File: src/rtl/dram_seq_pkg.sv
package dram_seq_pkg;

  localparam int CFG_W = 32;
  localparam int PTR_W = 10;
  localparam int CNT_W = 2;
  localparam int CB_W  = 4;

  typedef enum logic [3:0] {
    ST_IDLE, ST_ACT, ST_STROBE, ST_EDO, ST_DONE,
    ST_OPEN, ST_CPRE, ST_RPRE, ST_REF
  } seq_state_e;

  // timing fields hold cycle count minus one
  typedef struct packed {
    logic             edo;
    logic [CNT_W-1:0] t_act;
    logic [CNT_W-1:0] t_strobe;
    logic [CNT_W-1:0] t_cpre;
    logic [CNT_W-1:0] t_rpre;
    logic [CB_W-1:0]  col_bits;
    logic [PTR_W-1:0] base;
    logic [PTR_W-1:0] lim;
  } seq_cfg_t;

endpackage

File: src/rtl/dram_cfg_unpack.sv
module dram_cfg_unpack
  import dram_seq_pkg::*;
(
  input  logic [CFG_W-1:0] cfg_word,
  output seq_cfg_t         cfg
);

  logic unused_rsv;
  assign unused_rsv = ^cfg_word[6:4];

  always_comb begin
    cfg.edo      = cfg_word[0];
    cfg.t_strobe = cfg_word[2:1];
    cfg.t_cpre   = {1'b0, cfg_word[3]};
    cfg.t_act    = {1'b0, cfg_word[7]};
    cfg.t_rpre   = cfg_word[9:8];
    cfg.base     = cfg_word[19:10];
    cfg.lim      = cfg_word[29:20];
    cfg.col_bits = CB_W'(8) + {2'b00, cfg_word[31:30]};
  end

endmodule

File: src/rtl/dram_row_col_split.sv
module dram_row_col_split #(
  parameter int ADDR_W = 24,
  parameter int RA_W   = 11,
  parameter int CB_W   = 4
) (
  input  logic [ADDR_W-1:0] addr,
  input  logic [CB_W-1:0]   col_bits,
  output logic [RA_W-1:0]   row,
  output logic [RA_W-1:0]   col
);

  logic [ADDR_W-1:0] shifted;
  logic [ADDR_W-1:0] mask;
  logic [ADDR_W-1:0] low;

  assign shifted = addr >> col_bits;
  assign mask    = ~({ADDR_W{1'b1}} << col_bits);
  assign low     = addr & mask;
  assign row     = shifted[RA_W-1:0];
  assign col     = low[RA_W-1:0];

endmodule

File: src/rtl/dram_range_hit.sv
module dram_range_hit #(
  parameter int PTR_W = 10
) (
  input  logic [PTR_W-1:0] top,
  input  logic [PTR_W-1:0] base,
  input  logic [PTR_W-1:0] lim,
  output logic             hit
);

  assign hit = (top >= base) && (top < lim);

endmodule

File: src/rtl/dram_seq.sv
module dram_seq
  import dram_seq_pkg::*;
#(
  parameter int ADDR_W = 24,
  parameter int DATA_W = 16,
  parameter int RA_W   = 11
) (
  input  logic              clk,
  input  logic              rst,
  input  logic [CFG_W-1:0]  cfg_word,
  input  logic              req_valid,
  input  logic              req_write,
  input  logic [ADDR_W-1:0] req_addr,
  input  logic [DATA_W-1:0] req_wdata,
  output logic              req_ready,
  output logic [DATA_W-1:0] req_rdata,
  input  logic              refresh_req,
  output logic              refresh_gnt,
  output logic [RA_W-1:0]   dram_addr,
  output logic              dram_ras_n,
  output logic              dram_cas_n,
  output logic              dram_we_n,
  output logic [DATA_W-1:0] dram_dq_out,
  output logic              dram_dq_oe,
  input  logic [DATA_W-1:0] dram_dq_in
);

  seq_cfg_t cfg;
  seq_state_e state_q, state_d;
  logic [CNT_W-1:0] cnt_q, cnt_d;
  logic [ADDR_W-1:0] addr_q;
  logic wr_q, pend_q, pend_d, take, req_hit;
  logic [RA_W-1:0] req_row, req_col, cur_row, cur_col;
  logic ras_on_d;

  dram_cfg_unpack u_cfg (.cfg_word(cfg_word), .cfg(cfg));

  dram_range_hit #(.PTR_W(PTR_W)) u_hit (
    .top(req_addr[ADDR_W-1 -: PTR_W]), .base(cfg.base), .lim(cfg.lim), .hit(req_hit)
  );

  dram_row_col_split #(.ADDR_W(ADDR_W), .RA_W(RA_W), .CB_W(CB_W)) u_split_req (
    .addr(req_addr), .col_bits(cfg.col_bits), .row(req_row), .col(req_col)
  );

  dram_row_col_split #(.ADDR_W(ADDR_W), .RA_W(RA_W), .CB_W(CB_W)) u_split_cur (
    .addr(addr_q), .col_bits(cfg.col_bits), .row(cur_row), .col(cur_col)
  );

  always_comb begin
    state_d = state_q;
    cnt_d   = (cnt_q == '0) ? '0 : cnt_q - 1'b1;
    pend_d  = pend_q;
    take    = 1'b0;
    unique case (state_q)
      ST_IDLE: begin
        if (refresh_req) begin
          state_d = ST_REF;
        end else if (req_valid && req_hit) begin
          take = 1'b1; state_d = ST_ACT; cnt_d = cfg.t_act;
        end
      end
      ST_ACT: if (cnt_q == '0) begin state_d = ST_STROBE; cnt_d = cfg.t_strobe; end
      ST_STROBE: if (cnt_q == '0) state_d = (cfg.edo && !wr_q) ? ST_EDO : ST_DONE;
      ST_EDO:  state_d = ST_DONE;
      ST_DONE: state_d = ST_OPEN;
      ST_OPEN: begin
        if (refresh_req) begin
          state_d = ST_RPRE; cnt_d = cfg.t_rpre;
        end else if (req_valid && req_hit) begin
          take = 1'b1;
          if (req_row == cur_row) begin
            state_d = ST_CPRE; cnt_d = cfg.t_cpre;
          end else begin
            state_d = ST_RPRE; cnt_d = cfg.t_rpre; pend_d = 1'b1;
          end
        end
      end
      ST_CPRE: if (cnt_q == '0) begin state_d = ST_STROBE; cnt_d = cfg.t_strobe; end
      ST_RPRE: begin
        if (cnt_q == '0) begin
          if (pend_q) begin
            state_d = ST_ACT; cnt_d = cfg.t_act; pend_d = 1'b0;
          end else if (refresh_req) begin
            state_d = ST_REF;
          end else begin
            state_d = ST_IDLE;
          end
        end
      end
      ST_REF:  if (!refresh_req) state_d = ST_IDLE;
      default: state_d = ST_IDLE;
    endcase
  end

  assign ras_on_d = (state_d == ST_ACT) || (state_d == ST_STROBE) || (state_d == ST_EDO) ||
                    (state_d == ST_DONE) || (state_d == ST_OPEN) || (state_d == ST_CPRE);

  always_ff @(posedge clk) begin
    if (rst) begin
      state_q     <= ST_IDLE;
      cnt_q       <= '0;
      pend_q      <= 1'b0;
      addr_q      <= '0;
      wr_q        <= 1'b0;
      dram_ras_n  <= 1'b1;
      dram_cas_n  <= 1'b1;
      dram_we_n   <= 1'b1;
      dram_dq_oe  <= 1'b0;
      dram_dq_out <= '0;
      dram_addr   <= '0;
      req_ready   <= 1'b0;
      req_rdata   <= '0;
      refresh_gnt <= 1'b0;
    end else begin
      state_q <= state_d;
      cnt_q   <= cnt_d;
      pend_q  <= pend_d;
      if (take) begin
        addr_q      <= req_addr;
        wr_q        <= req_write;
        dram_dq_out <= req_wdata;
      end
      dram_ras_n  <= !ras_on_d;
      dram_cas_n  <= !(state_d == ST_STROBE);
      dram_we_n   <= !((state_d == ST_STROBE) && wr_q);
      dram_dq_oe  <= (state_d == ST_STROBE) && wr_q;
      if (state_d == ST_ACT) dram_addr <= take ? req_row : cur_row;
      else                   dram_addr <= take ? req_col : cur_col;
      req_ready   <= (state_d == ST_DONE);
      refresh_gnt <= (state_d == ST_REF);
      if ((state_q == ST_STROBE && cnt_q == '0 && !cfg.edo && !wr_q) || (state_q == ST_EDO))
        req_rdata <= dram_dq_in;
    end
  end

endmodule

File: config.mk
export PLATFORM = sky130hd
export DESIGN_NAME = dram_seq
export DESIGN_NICKNAME = d
export VERILOG_FILES = /design/src/rtl/dram_seq_pkg.sv /design/src/rtl/dram_cfg_unpack.sv /design/src/rtl/dram_row_col_split.sv /design/src/rtl/dram_range_hit.sv /design/src/rtl/dram_seq.sv
export SDC_FILE = /design/constraint.sdc
export NUM_CORES = 1
export LEC_CHECK = 0
export ABC_AREA = 1
export CAP_MARGIN = 20
export CELL_PAD_IN_SITES_DETAIL_PLACEMENT = 1
export CELL_PAD_IN_SITES_GLOBAL_PLACEMENT = 1
export CORE_MARGIN = 10
export CORE_UTILIZATION = 33
export DETAILED_ROUTE_END_ITERATION = 16
export GPL_TIMING_DRIVEN = 0
export MAX_ROUTING_LAYER = met4
export PLACE_DENSITY_LB_ADDON = 0.1
export SETUP_SLACK_MARGIN = 0.2
export SYNTH_ARGS = -nofsm -noshare
export SYNTH_HDL_FRONTEND = slang
export SYNTH_SLANG_ARGS = --single-unit
File: constraint.sdc
create_clock -name clk -period 2.4 [get_ports clk]
set_input_delay 0.24 -clock clk [delete_from_list [all_inputs] [get_ports clk]]
set_output_delay 0.24 -clock clk [all_outputs]
set_load 0.05 [all_outputs]
==> results_dict.tcl <==
set metrics [dict create \
    antenna_cells 0 \
    routed_wl_um 21500 \
    ant_nets 0 \
    synth_most_common_cell "nand2_1" \
    synth_top_area_share 0.316 \
    syn2layout_area_growth_pct 53.0 \
    die_w_um 143 \
    drc 0 \
    holdPathStages 3 \
    crit_buf_inv 7 \
    netlist_area_sq_um 5000 \
    cts.sinks 79 \
    rsz0062_at_grt "true" \
    clk_latency_ns 0.35 \
    synth_top_family_by_area "simple AND/OR/NAND/NOR gates" \
    synthAdderAreaFrac 0.0475 \
    worstMarginPinSlew_ns 0.648 \
    rr_startpoint "cnt_q[1]" \
    worst_setup_path_start_kind "input port" \
    drv_slew 0 \
    grt_antenna_before_repair 0 \
    hold_viol_final 0 \
    synth-main-ff-cell "dfxtp_1" \
    path_delay_family "buffers and inverters" \
    htreeDepth 3 \
    synth.avg_cell_area_sq_um 6.01 \
    die_h_um 143 \
    via_count 6009 \
    critPathKind "in2reg" \
    synthArstFlopShare 0 \
    fillers 1941 \
    synth.area.top_cells "dfxtp_1 (32%), nand2_1 (20%), nor2_1 (11%)" \
    outcome "finished clean" \
    grt_max_degree 14 \
    muxShareOfSynthArea 0 \
    period_share 0.906 \
    grt_pass1_vias 6174 \
    synth_xor_area_frac 0 \
    start_util 0.340 \
    hold_end "addr_q[17]" \
    worstHoldStart "req_addr[17]" \
    ys_warn_count 0 \
    r2r_cells 13 \
    drive_gt1_frac 0.193 \
    synthTopCellsByCount "nand2_1 (263), nor2_1 (141), dfxtp_1 (79), inv_1 (76), o21ai_0 (73)" \
    power_leakage_nw 3.74 \
    rows 44 \
    synth-compound-area-share 0.111 \
    crit_path_max_fanout 3 \
    critPathMostFrequentCell "buf_4" \
    whs_ns 0.267 \
    die_area_sq_um 20500 \
    synth-edff-count 0 \
    dp_slack_ns -1.05 \
    synth_nets 944 \
    cp-startpoint "req_addr[22]" \
    via_per_inst 4.99 \
    ff2ff_setup_slack_ns 0.26 \
    numPortBuffers 136 \
    path_clk_slew_ns 0.07 \
    hold_path.class "in2reg" \
    tns_ns 0 \
    timing.fmax_ghz 0.460 \
    fin_nets 1128 \
    core_sq_um 14700 \
    power_density_nw_per_um2 539 \
    synth_seq_cells 79 \
    crit_path_top_delay_cell "ha_1" \
    cts_inserted_buffers 9 \
    gp_congestion 0.903 \
    synth_cell_types 32 \
    firstDrtPassIters 4 \
    setup_viol 0 \
    ys_seq_area_frac 0.316 \
    synth_top_cell_by_area "dfxtp_1" \
    grt_overflow_total 0 \
    cts_tree "done" \
    post_drt_wl_per_cell_um 17.8 \
    finalPower_mw 4.13 \
    path_cells "dlygate4sd2_1, ha_1, nand2_2, a21oi_1, nor2_1, nand4_1, buf_4, buf_4, buf_4, buf_4, buf_4, buf_4, nand4_1, nand3_1, nand3_2, nor2_1, a21oi_1" \
    io_pins 142 \
    fin_crit_ns 2.18 \
    grt_pass1_wl_um 32300 \
    gr-usage-all-layers 0.207 \
    first_iter_violations 220 \
    cp_slowest_stage_delay_ns 0.28 \
    dp_hpwl_um 15300 \
    max_cap_viol_count 0 \
    timing.rr.end "dram_addr[1]" \
    worstPathArrival_ns 2.45 \
    cts-root-buf "clkbuf_16" \
    critPathCaptureType "flop" \
    setup_ws_ns 0.225 \
    cts_buffer_depth 2 \
    maxSlewHeadroom 0.568 \
    syn_inst 832 \
    worst-endpoint-required_ns 2.68 \
    synth_simple_gate_area_frac 0.421 \
    max-vdd-ir-drop_mv 0.368 \
    skew_ns 0.0111 \
]
metal layers:
layer	GRT usage	vias up	part of all wire
li1	-	2997	-
met1	0.235	2800	0.42
met2	0.346	180	0.50
met3	0.0557	32	0.068
met4	0.0673	0	0.019
met5	-	-	0
per-stage QoR:
stage | instances | cell area (sq um) | util
floorplan | 832 | 5000 | -
global placement | 1152 | 6590 | 0.449
detailed placement | 1152 | 6590 | 0.449
CTS | 1200 | 7480 | 0.509
global route | 1205 | 7650 | 0.521
finish | 1205 | 7650 | 0.521
cell families (layout without fill, tap and decap cells):
logic type | Yosys count | after routing
and+or+nand+nor | 510 | 510
buffers and inverters | 117 | 306
AOI/OAI and AO/OA | 107 | 107
DFF | 79 | 79
adders and majority gates | 19 | 19
registers in the layout, indices dropped and copies added (netlist names), 2 cells and up:
signal	flops
cnt_q	2
addr_q	22
dram_addr	11
state_q	4
dram_dq_out	16
req_rdata	16
cell usage in the layout, fill, tap and decap left out, types with 19 or more instances in the layout:
| cell type | instances |
|---|---|
| inv_1 | 61 |
| nand2_2 | 23 |
| clkdlybuf4s50_1 | 107 |
| dfxtp_1 | 76 |
| inv_2 | 19 |
| nor2_1 | 130 |
| nand2_1 | 244 |
| buf_4 | 35 |
| nand3_1 | 67 |
| o21ai_0 | 59 |
report_power, final:
group	switching, mW	internal [mW]
Sequential	0.0340	1.38
Combinational	0.749	0.506
Clock	0.595	0.868
layout make-up:
type                            instances  area [sq um]  area share
Multi-Input combinational cell        636          3300       0.431
Inverter                               83           317      0.0414
Buffer                                 34           253      0.0330
Tap cell                              184           230      0.0301
Clock buffer                           12           256      0.0335
Sequential cell                        79          1590       0.207
Clock inverter                          4          52.6     0.00687
Timing Repair Buffer                  173          1660       0.216
worst min-delay path, delay by kind of cell:
kind,cells,cell delay (ns)
AO/OA/AOI/OAI,1,0.06
buffers and inverters,2,0.25
worst max path at each step:
stage,to,slack [ns],cells past startpoint
floorplan,dram_addr[10],0.34,15
global placement,dram_addr[9],-1.10,14
detailed placement,dram_addr[9],-1.05,14
CTS,dram_addr[10],0.20,15
global route,dram_addr[7],0.13,14
finish,cnt_q[0],0.22,17
what timing repair did:
| action | 4_1_cts | 5_1_grt |
|---|---|---|
| gates resized for setup | 127 | 66 |
| pin swaps | 50 | 24 |
| setup buffers | 27 | 5 |
| endpoints found under the setup margin | 57 | 65 |
| cloned | 5 | 0 |
| hold buffers | 0 | 0 |
Power figures use the tool's default switching activity.
